<file path="config.mk">
export PLATFORM = sky130hd
export DESIGN_NAME = apm_port
export DESIGN_NICKNAME = d
export VERILOG_FILES = /design/src/rtl/apm_pkg.sv /design/src/rtl/apm_byte_reg.sv /design/src/rtl/apm_sci_ctl.sv /design/src/rtl/apm_smi_gen.sv /design/src/rtl/apm_port.sv
export SDC_FILE = /design/constraint.sdc
export NUM_CORES = 1
export LEC_CHECK = 0
export ABC_CLOCK_PERIOD_IN_PS = 1100
export CORE_ASPECT_RATIO = 1.4
export CORE_MARGIN = 2
export CORE_UTILIZATION = 35
export DETAILED_ROUTE_END_ITERATION = 16
export RECOVER_POWER = 50
export SYNTH_ARGS = -nofsm -noshare
export SYNTH_HDL_FRONTEND = slang
export SYNTH_HIERARCHICAL = 1
export SYNTH_SLANG_ARGS = --single-unit
</file>
<file path="constraint.sdc">
create_clock -name clk_i -period 1.1 [get_ports clk_i]
set_input_delay 0.165 -clock clk_i [delete_from_list [all_inputs] [get_ports clk_i]]
set_output_delay 0.165 -clock clk_i [all_outputs]
set_load 0.05 [all_outputs]
</file>
<file path="src/rtl/apm_pkg.sv">
package apm_pkg;
  localparam int unsigned BYTE_W  = 8;
  localparam int unsigned N_PORTS = 2;
  localparam logic [BYTE_W-1:0] CMD_SCI_ON  = 8'hF1;
  localparam logic [BYTE_W-1:0] CMD_SCI_OFF = 8'hF0;

  typedef enum logic {
    PORT_CMD    = 1'b0,
    PORT_STATUS = 1'b1
  } apm_port_e;
endpackage

</file>
<file path="src/rtl/apm_byte_reg.sv">
module apm_byte_reg #(
  parameter int unsigned W = 8
) (
  input  logic         clk_i,
  input  logic         rst_ni,
  input  logic         we_i,
  input  logic [W-1:0] d_i,
  output logic [W-1:0] q_o
);
  always_ff @(posedge clk_i or negedge rst_ni) begin
    if (!rst_ni)   q_o <= '0;
    else if (we_i) q_o <= d_i;
  end
endmodule

</file>
<file path="src/rtl/apm_sci_ctl.sv">
module apm_sci_ctl #(
  parameter int unsigned W = 8,
  parameter logic [W-1:0] ON_CODE  = 8'hF1,
  parameter logic [W-1:0] OFF_CODE = 8'hF0
) (
  input  logic         clk_i,
  input  logic         rst_ni,
  input  logic         cmd_we_i,
  input  logic [W-1:0] d_i,
  output logic         sci_en_o,
  output logic         set_o,
  output logic         clr_o
);
  logic hit_on, hit_off;

  assign hit_on  = cmd_we_i && (d_i == ON_CODE);
  assign hit_off = cmd_we_i && (d_i == OFF_CODE);

  always_ff @(posedge clk_i or negedge rst_ni) begin
    if (!rst_ni) begin
      sci_en_o <= 1'b0;
      set_o    <= 1'b0;
      clr_o    <= 1'b0;
    end else begin
      set_o <= hit_on;
      clr_o <= hit_off;
      if (hit_on)       sci_en_o <= 1'b1;
      else if (hit_off) sci_en_o <= 1'b0;
    end
  end
endmodule

</file>
<file path="src/rtl/apm_smi_gen.sv">
module apm_smi_gen (
  input  logic clk_i,
  input  logic rst_ni,
  input  logic cmd_we_i,
  input  logic cfg_en_i,
  output logic smi_o
);
  // one pulse per qualifying write; consecutive writes keep it high
  always_ff @(posedge clk_i or negedge rst_ni) begin
    if (!rst_ni) smi_o <= 1'b0;
    else         smi_o <= cmd_we_i && cfg_en_i;
  end
endmodule

</file>
<file path="src/rtl/apm_port.sv">
module apm_port
  import apm_pkg::*;
(
  input  logic              clk_i,
  input  logic              rst_ni,
  input  logic              wr_i,
  input  logic              sel_i,
  input  logic [BYTE_W-1:0] wdata_i,
  output logic [BYTE_W-1:0] rdata_o,
  input  logic              smi_cfg_en_i,
  output logic              sci_en_o,
  output logic              sci_set_o,
  output logic              sci_clr_o,
  output logic              smi_o
);
  logic [BYTE_W-1:0] port_q [N_PORTS];
  logic              cmd_we;

  assign cmd_we = wr_i && (apm_port_e'(sel_i) == PORT_CMD);

  for (genvar g = 0; g < N_PORTS; g++) begin : g_port
    apm_byte_reg #(.W(BYTE_W)) u_reg (
      .clk_i (clk_i),
      .rst_ni(rst_ni),
      .we_i  (wr_i && (sel_i == 1'(g))),
      .d_i   (wdata_i),
      .q_o   (port_q[g])
    );
  end

  assign rdata_o = port_q[sel_i];

  apm_sci_ctl #(
    .W       (BYTE_W),
    .ON_CODE (CMD_SCI_ON),
    .OFF_CODE(CMD_SCI_OFF)
  ) u_sci (
    .clk_i   (clk_i),
    .rst_ni  (rst_ni),
    .cmd_we_i(cmd_we),
    .d_i     (wdata_i),
    .sci_en_o(sci_en_o),
    .set_o   (sci_set_o),
    .clr_o   (sci_clr_o)
  );

  apm_smi_gen u_smi (
    .clk_i   (clk_i),
    .rst_ni  (rst_ni),
    .cmd_we_i(cmd_we),
    .cfg_en_i(smi_cfg_en_i),
    .smi_o   (smi_o)
  );
endmodule

</file>
# Word-level counts from Yosys, hierarchy flattened

Cells that the tools add are included.

Multiply operators: 0
Equality and inequality tests: 2
Bitwise logic cells: 2
Shifts and indexed selects: 0
Reduce and logical (&&, ||, !) cells: 6
Div/mod/pow operators: 0
Muxes and demuxes: 5
$lt $le $gt $ge: 1
Add/subtract/negate cells: 0

Operators by type and width:

| kind                 | number |
|---|---|
| $mux W8              | 3 |
| $eq A8 B8 Y1 const B | 2 |
| $logic_and A1 B1 Y1  | 5 |
| $ge A2 B2 Y1 const B | 1 |
| $mux W1              | 2 |
| $not A1 Y2           | 1 |
| $reduce_bool A2 Y1   | 1 |
| $not A1 Y1           | 1 |

Register bits after elaboration: 20
Output and inout port bits: 12
Bits in latches: 0
Input port bits: 13
ROM bits: 0
Memories kept: 0
Bits in writable memories: 0
Word-level logic and storage cells: 22

# Depth between registers and ports, before layout

Gate-level depths: netlist of run 1.

Word-level depth: 5
Mapped depth: 5
Depth with buffers taken out: 4

# Modules after synthesis

The synthesis of run 1 kept the hierarchy.

By module, submodules not included:

| module       | cells an instance | sequential area each (µm²) | area each (µm²) | instances |
|---|---|---|---|---|
| apm_byte_reg | 17                | 200.2                      | 331.6           | 2 |
| apm_port     | 11                | 0.0                        | 147.6           | 1 |
| apm_sci_ctl  | 9                 | 75.1                       | 140.1           | 1 |
| apm_smi_gen  | 2                 | 25.0                       | 31.3            | 1 |

# Worst setup path after synthesis of run 1

OpenSTA, ideal clock, no wires.

Kind: input to register
Start point: in sel_i
End point: reg u_sci.sci_en_o
Path slack: -0.187 ns
Required time: 0.972 ns
Path buffers: 1
Stages: 5
Setup time: 0.128 ns
Data arrival time: 1.159 ns
Cells stage by stage: buf_6 > and2b_2 > nand2b_4 > nor4_4 > mux2_1

Cells in the longest elaborated chain, start to end: 4
Elaborated cells between the ends (all ways): 6
Classes of those cells: 1 x mux; 1 x bitwise; 4 x reduce/logical

Ends and longest elaborated chain:

| what                                          | RTL line                             | RTL |
|---|---|---|
| start, declared                               | apm_port.sv:7                        | `input logic sel_i,` |
| $not A1 Y1 *                                  | apm_port.sv:19                       | `assign cmd_we = wr_i && (apm_port_e'(sel_i) == PORT_CMD);` |
| $logic_and A1 B1 Y1 *                         | apm_port.sv:19                       |  |
| via cmd_we                                    | apm_port.sv:17                       | `logic cmd_we;` |
| $logic_and A1 B1 Y1 (on tied branches)        | apm_sci_ctl.sv:16, apm_sci_ctl.sv:17 |  |
| $mux W1 or $reduce_bool A2 Y1 (tied branches) | n/a                                  |  |
| end signal, assigned                          | apm_sci_ctl.sv:21                    | `sci_en_o <= 1'b0;` |
| end signal, assigned                          | apm_sci_ctl.sv:27                    | `if (hit_on) sci_en_o <= 1'b1;` |
| end signal, assigned                          | apm_sci_ctl.sv:28                    | `else if (hit_off) sci_en_o <= 1'b0;` |
| end, declared                                 | apm_sci_ctl.sv:10                    | `output logic sci_en_o,` |

The timed path passes the listed nets; every way through them passes the cells marked *.
A chain may end at the register's enable or synchronous reset.

# Worst setup path after layout of run 1

Start point: reg g_port[0].u_reg.q_o[0]
End point: out rdata_o[0]

Cells in the longest elaborated chain, start to end: 3

Ends and longest elaborated chain:

| what                                        | RTL line           | RTL |
|---|---|---|
| start, declared                             | apm_byte_reg.sv:8  | `output logic [W-1:0] q_o` |
| start signal, assigned                      | apm_byte_reg.sv:12 | `else if (we_i) q_o <= d_i;` |
| $mux W8 (not written as such) (3 in series) | apm_port.sv:31     | `assign rdata_o = port_q[sel_i];` |
| end, declared                               | apm_port.sv:9      | `output logic [BYTE_W-1:0] rdata_o,` |

No other way between the ends. The select of a mux whose other input is x is not followed.

==> results of run 1 <==
[layout make-up]
cell class | count | area (um2) | share of cell area (%)
sequential | 20 | 500.5 | 33.22
multi-input combinational | 33 | 451.7 | 29.98
clock inverter | 1 | 30.03 | 1.993
timing repair buffer | 45 | 456.7 | 30.32
clock buffer | 3 | 22.52 | 1.495
tap | 36 | 45.04 | 2.990
[worst max-delay path: cells and delay by family, from the launching register on]
family                 cells  cell delay, ps
buffers and inverters      1             150
flip-flops                 1             410
multiplexers               1             290
[Yosys cell counts]
cell,count,area (um2)
mux2_1,1,11.26
mux2_4,24,360.4
and2_1,2,12.51
nor4_4,1,21.27
and2_2,1,7.510
and2b_2,1,8.760
dfrtp_1,20,500.5
nand4_1,1,6.260
nand2b_4,1,13.76
nor2b_1,1,6.260
buf_6,3,33.78
[cell families after synthesis]
family / Yosys count
buffers and inverters: 3
muxes: 25
DFF: 20
and+or+nand+nor: 8
[stage by stage]
| step | setup slack (ps) | util (%) | instance area (um2) |
|---|---|---|---|
| floorplan | -177.1 | - | 991.0 |
| global placement | -510.5 | 51.04 | 1349 |
| detailed placement | -542.9 | 51.04 | 1349 |
| CTS | -216.9 | 55.02 | 1454 |
| global route | -253.8 | 57.01 | 1506 |
| finish | -216.1 | 57.01 | 1506 |
[placed cells by master, fill, tap and decap left out]
cell type        Yosys  routed
buf_4                0      18
and2_2               1       1
dlygate4sd3_1        0       1
nor4_4               1       1
clkbuf_2             0       2
and2b_2              1       1
dfrtp_1             20      20
nor2b_1              1       1
nand2b_4             1       1
buf_12               0       5
mux2_4              24      25
dlymetal6s2s_1       0       1
buf_8                0       1
nand4_1              1       1
buf_6                3       8
clkbuf_4             0       3
dlygate4sd2_1        0       5
bufinv_16            0       1
clkdlybuf4s50_1      0       4
and2_1               2       2
[worst paths after layout]
path	from	to	slack, ps	cells after the start
worst min-delay path	wdata_i[1]	g_port[1].u_reg/q_o[1]$_DFFE_PN0P_	260	3
worst max-delay path	g_port[0].u_reg/q_o[0]$_DFFE_PN0P_	rdata_o[0]	-220	2
max in group asynchronous	rst_ni	g_port[0].u_reg/q_o[3]$_DFFE_PN0P_	410	2
min in group asynchronous	rst_ni	g_port[1].u_reg/q_o[3]$_DFFE_PN0P_	350	2
worst max register to register	g_port[0].u_reg/q_o[5]$_DFFE_PN0P_	g_port[0].u_reg/q_o[5]$_DFFE_PN0P_	100	3
worst min register to register	g_port[0].u_reg/q_o[6]$_DFFE_PN0P_	g_port[0].u_reg/q_o[6]$_DFFE_PN0P_	530	1
[registers in the layout (all words and copies together), names as in the netlist]
signal and cells:
g_port.u_reg/q_o 16, u_sci/clr_o 1, u_sci/sci_en_o 1, u_sci/set_o 1, u_smi/smi_o 1
[power by group]
part	total (mW)	internal [mW]	leakage (nW)	switching (mW)
combinational	0.783	0.435	0.474	0.348
clock	0.603	0.368	0.0279	0.235
sequential	0.876	0.825	0.243	0.0517
total	2.26	1.63	0.745	0.634
[metal layers]
layer	vias to the layer above	global-route usage, %
li1	288	-
met1	286	15.63
met2	8	22.26
met3	2	2.242
met4	0	7.500
met5	-	0
[timing repair]
action                     in CTS  in global routing
setup endpoints to repair      25                 10
resized for setup              16                  4
hold buffers                    0                  0
buffers inserted                3                  7
pin swaps                       2                  1
==> summary.md, run 1 <==
| Metric | Value |
|---|---|
| Status | `complete, but fails checks` |
| Die height | `66.68 um` |
| Die ar. | `0.003252 mm2` |
| Drc violations | `0` |
| Setup Skew | `0 ps` |
| Placed instance count | `124` |
| Post-synthesis mux area share | `37.83%` |
| Proportion of layout cells with a drive suffix above 1 | `65.69%` |
| Root Buffer | `clkbuf_4` |
| Reg clk slew, reported paths | `130 ps` |
| Post-route setup slack | `-216.1 ps` |
| Initial antenna violation count | `0` |
| Nets | `116` |
| H-tree depth | `1` |
| Fin. max-slew vios | `0` |
| Maxcap violations | `0` |
| Failing checks | `negative setup slack` |
| DRT antenna net count | `0` |
| CTS max path bufs | `2` |
| Least-Margin Pin Slew | `502.7 ps` |
| Avg Vias per Cell | `4.232` |
| WP data arrival | `1150 ps` |
| CTS tree | `done` |
| Largest net degree at the start of global routing | `21` |
| Mapped Cells | `56` |
| TritonRoute pass-1 iters | `2` |
| Worst skew pair latency | `300 ps` |
| RSZ-0062 raised after global routing | `yes` |
| Row cnt | `22` |
| Max incr delay on CP | `410 ps` |
| # fillers | `251` |
| Total power | `2.262 mW` |
| Crit path kind | `flop to output pin` |
| Final WL | `1.932 mm` |
| Initial Util | `37.17%` |
| TritonCTS buffer count | `3` |
| Compound-gate portion of the synthesized area | `0%` |
| I/O Pins | `25` |
| Iter 0 DRT Violations | `6` |
| Total track usage | `13.10%` |
| Period utilization | `119.6%` |
| Relative slew slack | `66.49%` |
| Buffers added on ports | `24` |
| Layout area overhead | `53.38%` |
| Number of global-route vias before repair | `657` |
| WL met1 | `789 um` |
| Worst path cell trace | `mux2_4 -> buf_12` |
| Adder-cell area share of the yosys netlist | `0%` |
| CP Max Fanout | `2` |
| Core region area | `0.002643 mm2` |
| Cell variety after synth | `11` |
| Seq/Total Area, Yosys | `50.96%` |
| Post-Synthesis Cell Area | `982.2 um2` |
| Max Fclk | `759.8 MHz` |
| Setup tns final | `-1527 ps` |
| Syn Area/Cell | `17.54 um2` |
| Maximum VDD drop | `1.229 mV` |
| Top Layer Used | `met4` |
| CP max-delay cell | `dfrtp_1` |
| Synth warn | `6` |
| Vias | `584` |
| Pleak | `0.7450 nW` |
| Grt ovf | `0` |
| Power per cell area | `1502 mW/mm2` |
| Final setup viols | `8` |
| Endpoint class of the critical path | `output pin` |
| Met2 WL | `1.070 mm` |
| CP required | `940 ps` |
| Min Tclk post-route | `1316 ps` |
| Clock sinks | `20` |
| Worst Hold Class | `primary input to flop` |
| Gp weighted congestion | `0.7157` |
| First-pass GRT wire length | `3.091 mm` |
| Post-Syn Nets | `69` |
| Post-Layout Cell Count | `138` |
| Main combinational cell family by area after synthesis | `multiplexers` |
| Ant. Diodes | `0` |
| Met3 Routed Length | `51 um` |
| #FFs+latches synth | `20` |
| Post-Synth XOR/XNOR Area | `0%` |
| Startpoint class of the critical path | `flop` |
| Final HPWL from detailed placement | `1.360 mm` |
| Simple-gate share of the synthesized area | `7.771%` |
| Die width | `48.77 um` |
| Drt wl/cell | `14.00 um` |
| Hold WS | `260.5 ps` |
| Fin. Hold Viols | `0` |
(Power assumes the default switching activity.)
==> run 2, diff against run 1 <==
--- a/config.mk
+++ b/config.mk
@@ -5,7 +5,7 @@
 export SDC_FILE = /design/constraint.sdc
 export NUM_CORES = 1
 export LEC_CHECK = 0
-export ABC_CLOCK_PERIOD_IN_PS = 1100
+export ABC_CLOCK_PERIOD_IN_PS = 1410
 export CORE_ASPECT_RATIO = 1.4
 export CORE_MARGIN = 2
 export CORE_UTILIZATION = 35
==> constraint.sdc (replaced) <==
create_clock -name clk_i -period 1.41 [get_ports clk_i]
set_input_delay 0.2115 -clock clk_i [delete_from_list [all_inputs] [get_ports clk_i]]
set_output_delay 0.2115 -clock clk_i [all_outputs]
set_load 0.05 [all_outputs]
==> run 2 against run 1 <==
Against the previous run:
- the run now ends clean
- design area shrank 1.4%
- core utilization shrank 0.80 points
- critical path depth is the same
- sequential share of layout area grew 0.48 points
- combinational power shrank 20%
- flip-flop and latch count is the same
- sequential power shrank 22%
- routed wire length shrank 2.5%
- global-route usage is essentially flat
- register-to-register slack gained 410 ps
- critical path type unchanged
- largest power group unchanged
- highest routed layer unchanged
==> summary.md, run 2 (synthesis results as in run 1) <==
| Metric | Value |
|---|---|
| Status | `complete, no violations` |
| Layout area overhead | `51.21%` |
| Min Tclk post-route | `1359 ps` |
| Power per cell area | `1193 mW/mm2 (-21%)` |
| Number of global-route vias before repair | `618 (-5.9%)` |
| Max incr delay on CP | `400 ps (about the same)` |
| Worst path bufs/invs | `1 (unchanged)` |
| Initial Util | `37.17% (unchanged)` |
| Area after DPL | `0.001399 mm2 (+3.7%)` |
| CP Max Fanout | `2 (unchanged)` |
| Final HPWL from detailed placement | `1.414 mm (+3.9%)` |
| Final instance area | `0.001485 mm2 (-1.4%)` |
| CP required | `1200 ps (+260 ps)` |
| Worst Hold Class | `primary input to flop` |
| Most common cell after layout, fill and taps aside | `mux2_4` |
| Nets | `110 (-5.2%)` |
| Startpoint class of the critical path | `flop` |
| Internal | `1.281 mW (-21%)` |
| CTS max path bufs | `2 (unchanged)` |
| Clock sinks | `20 (unchanged)` |
| TritonRoute pass-1 iters | `2 (unchanged)` |
| Core region area | `0.002643 mm2 (unchanged)` |
| Endpoint class of the critical path | `output pin` |
| Post-route setup slack | `50.55 ps (+266.6 ps)` |
| Setup tns final | `0 ps (+1527 ps)` |
| Met3 usage | `3.363% (+1.1 points)` |
| Final setup viols | `0 (-8)` |
| Reg clk slew, reported paths | `120 ps (about the same)` |
| Buffers added on ports | `24 (unchanged)` |
| Relative slew slack | `67.39% (+0.90 points)` |
| Die height | `66.68 um (unchanged)` |
| Worst path cell trace | `mux2_4 -> buf_4` |
| Avg Vias per Cell | `4.485 (+6.0%)` |
| H-tree depth | `1 (unchanged)` |
| Total track usage | `13.12% (+0.019 points)` |
| Met1 global-route usage | `14.69% (-0.93 points)` |
| Combinational Power Share | `35.2% (+0.6 points)` |
| Least-Margin Pin Slew | `489.1 ps (-13.56 ps)` |
| Most frequent cells in the layout | `mux2_4 (24), dfrtp_1 (20), buf_4 (12), clkdlybuf4s50_1 (9), buf_12 (9)` |
| Pleak | `0.7150 nW (-4.0%)` |
| Fin. Hold Viols | `0 (unchanged)` |
| Total power | `1.771 mW (-22%)` |
| Die width | `48.77 um (unchanged)` |
| GR Util met2 | `22.60% (+0.34 points)` |
| Largest register FFs | `16 (unchanged)` |
| NetSw | `0.4909 mW (-23%)` |
| Max Fclk | `735.6 MHz` |
| Clk pwr share | `26.3% (-0.4 points)` |
| CP max-delay cell | `dfrtp_1` |
| Hold buffers post-CTS | `0 (unchanged)` |
| Top Usage Layer GRT | `met2` |
| TritonCTS buffer count | `3 (unchanged)` |
| DRT antenna net count | `0 (unchanged)` |
| Vias | `592 (+1.4%)` |
| Iter 0 DRT Violations | `2 (-4)` |
| Largest net degree at the start of global routing | `21 (unchanged)` |
| WP data arrival | `1150 ps (about the same)` |
| Sequential share of power | `38.5% (-0.2 points)` |
| First-pass GRT wire length | `3.125 mm (+1.1%)` |
| Gp weighted congestion | `0.7125 (-0.45%)` |
| Crit path kind | `flop to output pin` |
| Ant. Diodes | `0 (unchanged)` |
| Fin. max-slew vios | `0 (unchanged)` |
| Die ar. | `0.003252 mm2 (unchanged)` |
| Crit path max-delay family | `flip-flops` |
| Root Buffer | `clkbuf_4` |
| Drc violations | `0 (unchanged)` |
| I/O Pins | `25 (unchanged)` |
| Row cnt | `22 (unchanged)` |
| Worst skew pair latency | `290 ps (about the same)` |
| Maxcap violations | `0 (unchanged)` |
| Initial antenna violation count | `0 (unchanged)` |
| Grt ovf | `0 (unchanged)` |
| Most flop-heavy register | `g_port.u_reg/q_o` |
| Final WL | `1.884 mm (-2.5%)` |
| Sw frac | `27.71% (-0.32 points)` |
| Maximum VDD drop | `0.7377 mV (-40%)` |
| Proportion of layout cells with a drive suffix above 1 | `60.42% (-5.3 points)` |
| Drt wl/cell | `14.27 um (+1.9%)` |
| Setup Skew | `0 ps (unchanged)` |
| CTS tree | `done` |
| Period utilization | `96.41%` |
| Pre-CTS setup slack | `-335.4 ps (+207.5 ps)` |
-- run 2: cell types whose count changed in the layout (fill, tap and decap cells not counted), moves of 4 or more --
cell | previous run | this run
buf_4 | 18 | 12
buf_6 | 8 | 3
clkdlybuf4s50_1 | 4 | 9
buf_12 | 5 | 9
dlygate4sd2_1 | 5 | 1
-- run 2: metal layers --
metal	up-vias	routed length (um)	share of wire, %
met2	13	965	51
met4	0	23	1.2
met5	-	0	0
met3	2	81	4.3
met1	298	813	43
li1	279	-	-
-- run 2: power groups by stage --
stage / Sequential, mW / Combinational (mW) / Clock [mW]
global route: 0.691 / 0.649 / 0.516
detailed placement: 0.696 / 0.597 / 0
finish: 0.683 / 0.623 / 0.466
global placement: 0.692 / 0.595 / 0
floorplan: 0.691 / 0.358 / 0
CTS: 0.685 / 0.600 / 0.477
-- run 2: cell type report --
type | count | area, um2
clock buffers | 3 | 22.52
clock inverters | 1 | 30.03
fillers | 232 | 1157
multi-input cells | 33 | 447.9
flip-flops and latches | 20 | 500.5
well taps | 36 | 45.04
repair buffers | 39 | 439.2
-- run 2: stage by stage --
step                      cells  hold WS (ps)  utilization (%)
after global routing        132         245.6            56.20
after CTS                   128         227.8            55.02
final                       132         254.3            56.20
after global placement      124         492.3            52.94
after detailed placement    124         494.6            52.94
after floorplan              56        -84.09                -
-- run 2: path summary, 6_finish.rpt --
kind | start | slack (ps) | cells past startpoint | to
setup reg to reg | g_port[1].u_reg/q_o[1]$_DFFE_PN0P_ | 510 | 2 | g_port[1].u_reg/q_o[1]$_DFFE_PN0P_
max in group asynchronous | rst_ni | 700 | 2 | g_port[0].u_reg/q_o[1]$_DFFE_PN0P_
hold reg to reg | g_port[0].u_reg/q_o[3]$_DFFE_PN0P_ | 530 | 1 | g_port[0].u_reg/q_o[3]$_DFFE_PN0P_
setup / recovery | g_port[1].u_reg/q_o[1]$_DFFE_PN0P_ | 50 | 2 | rdata_o[1]
hold / removal | wdata_i[6] | 250 | 2 | g_port[1].u_reg/q_o[6]$_DFFE_PN0P_
min in group asynchronous | rst_ni | 390 | 2 | g_port[1].u_reg/q_o[7]$_DFFE_PN0P_
-- run 2: timing repair --
item / 4_1_cts / 5_1_grt
gates cloned: 0 / 0
pin swaps: 0 / 2
setup buffers: 0 / 4
setup endpoints to repair: 9 / 5
gates resized for setup: 2 / 3
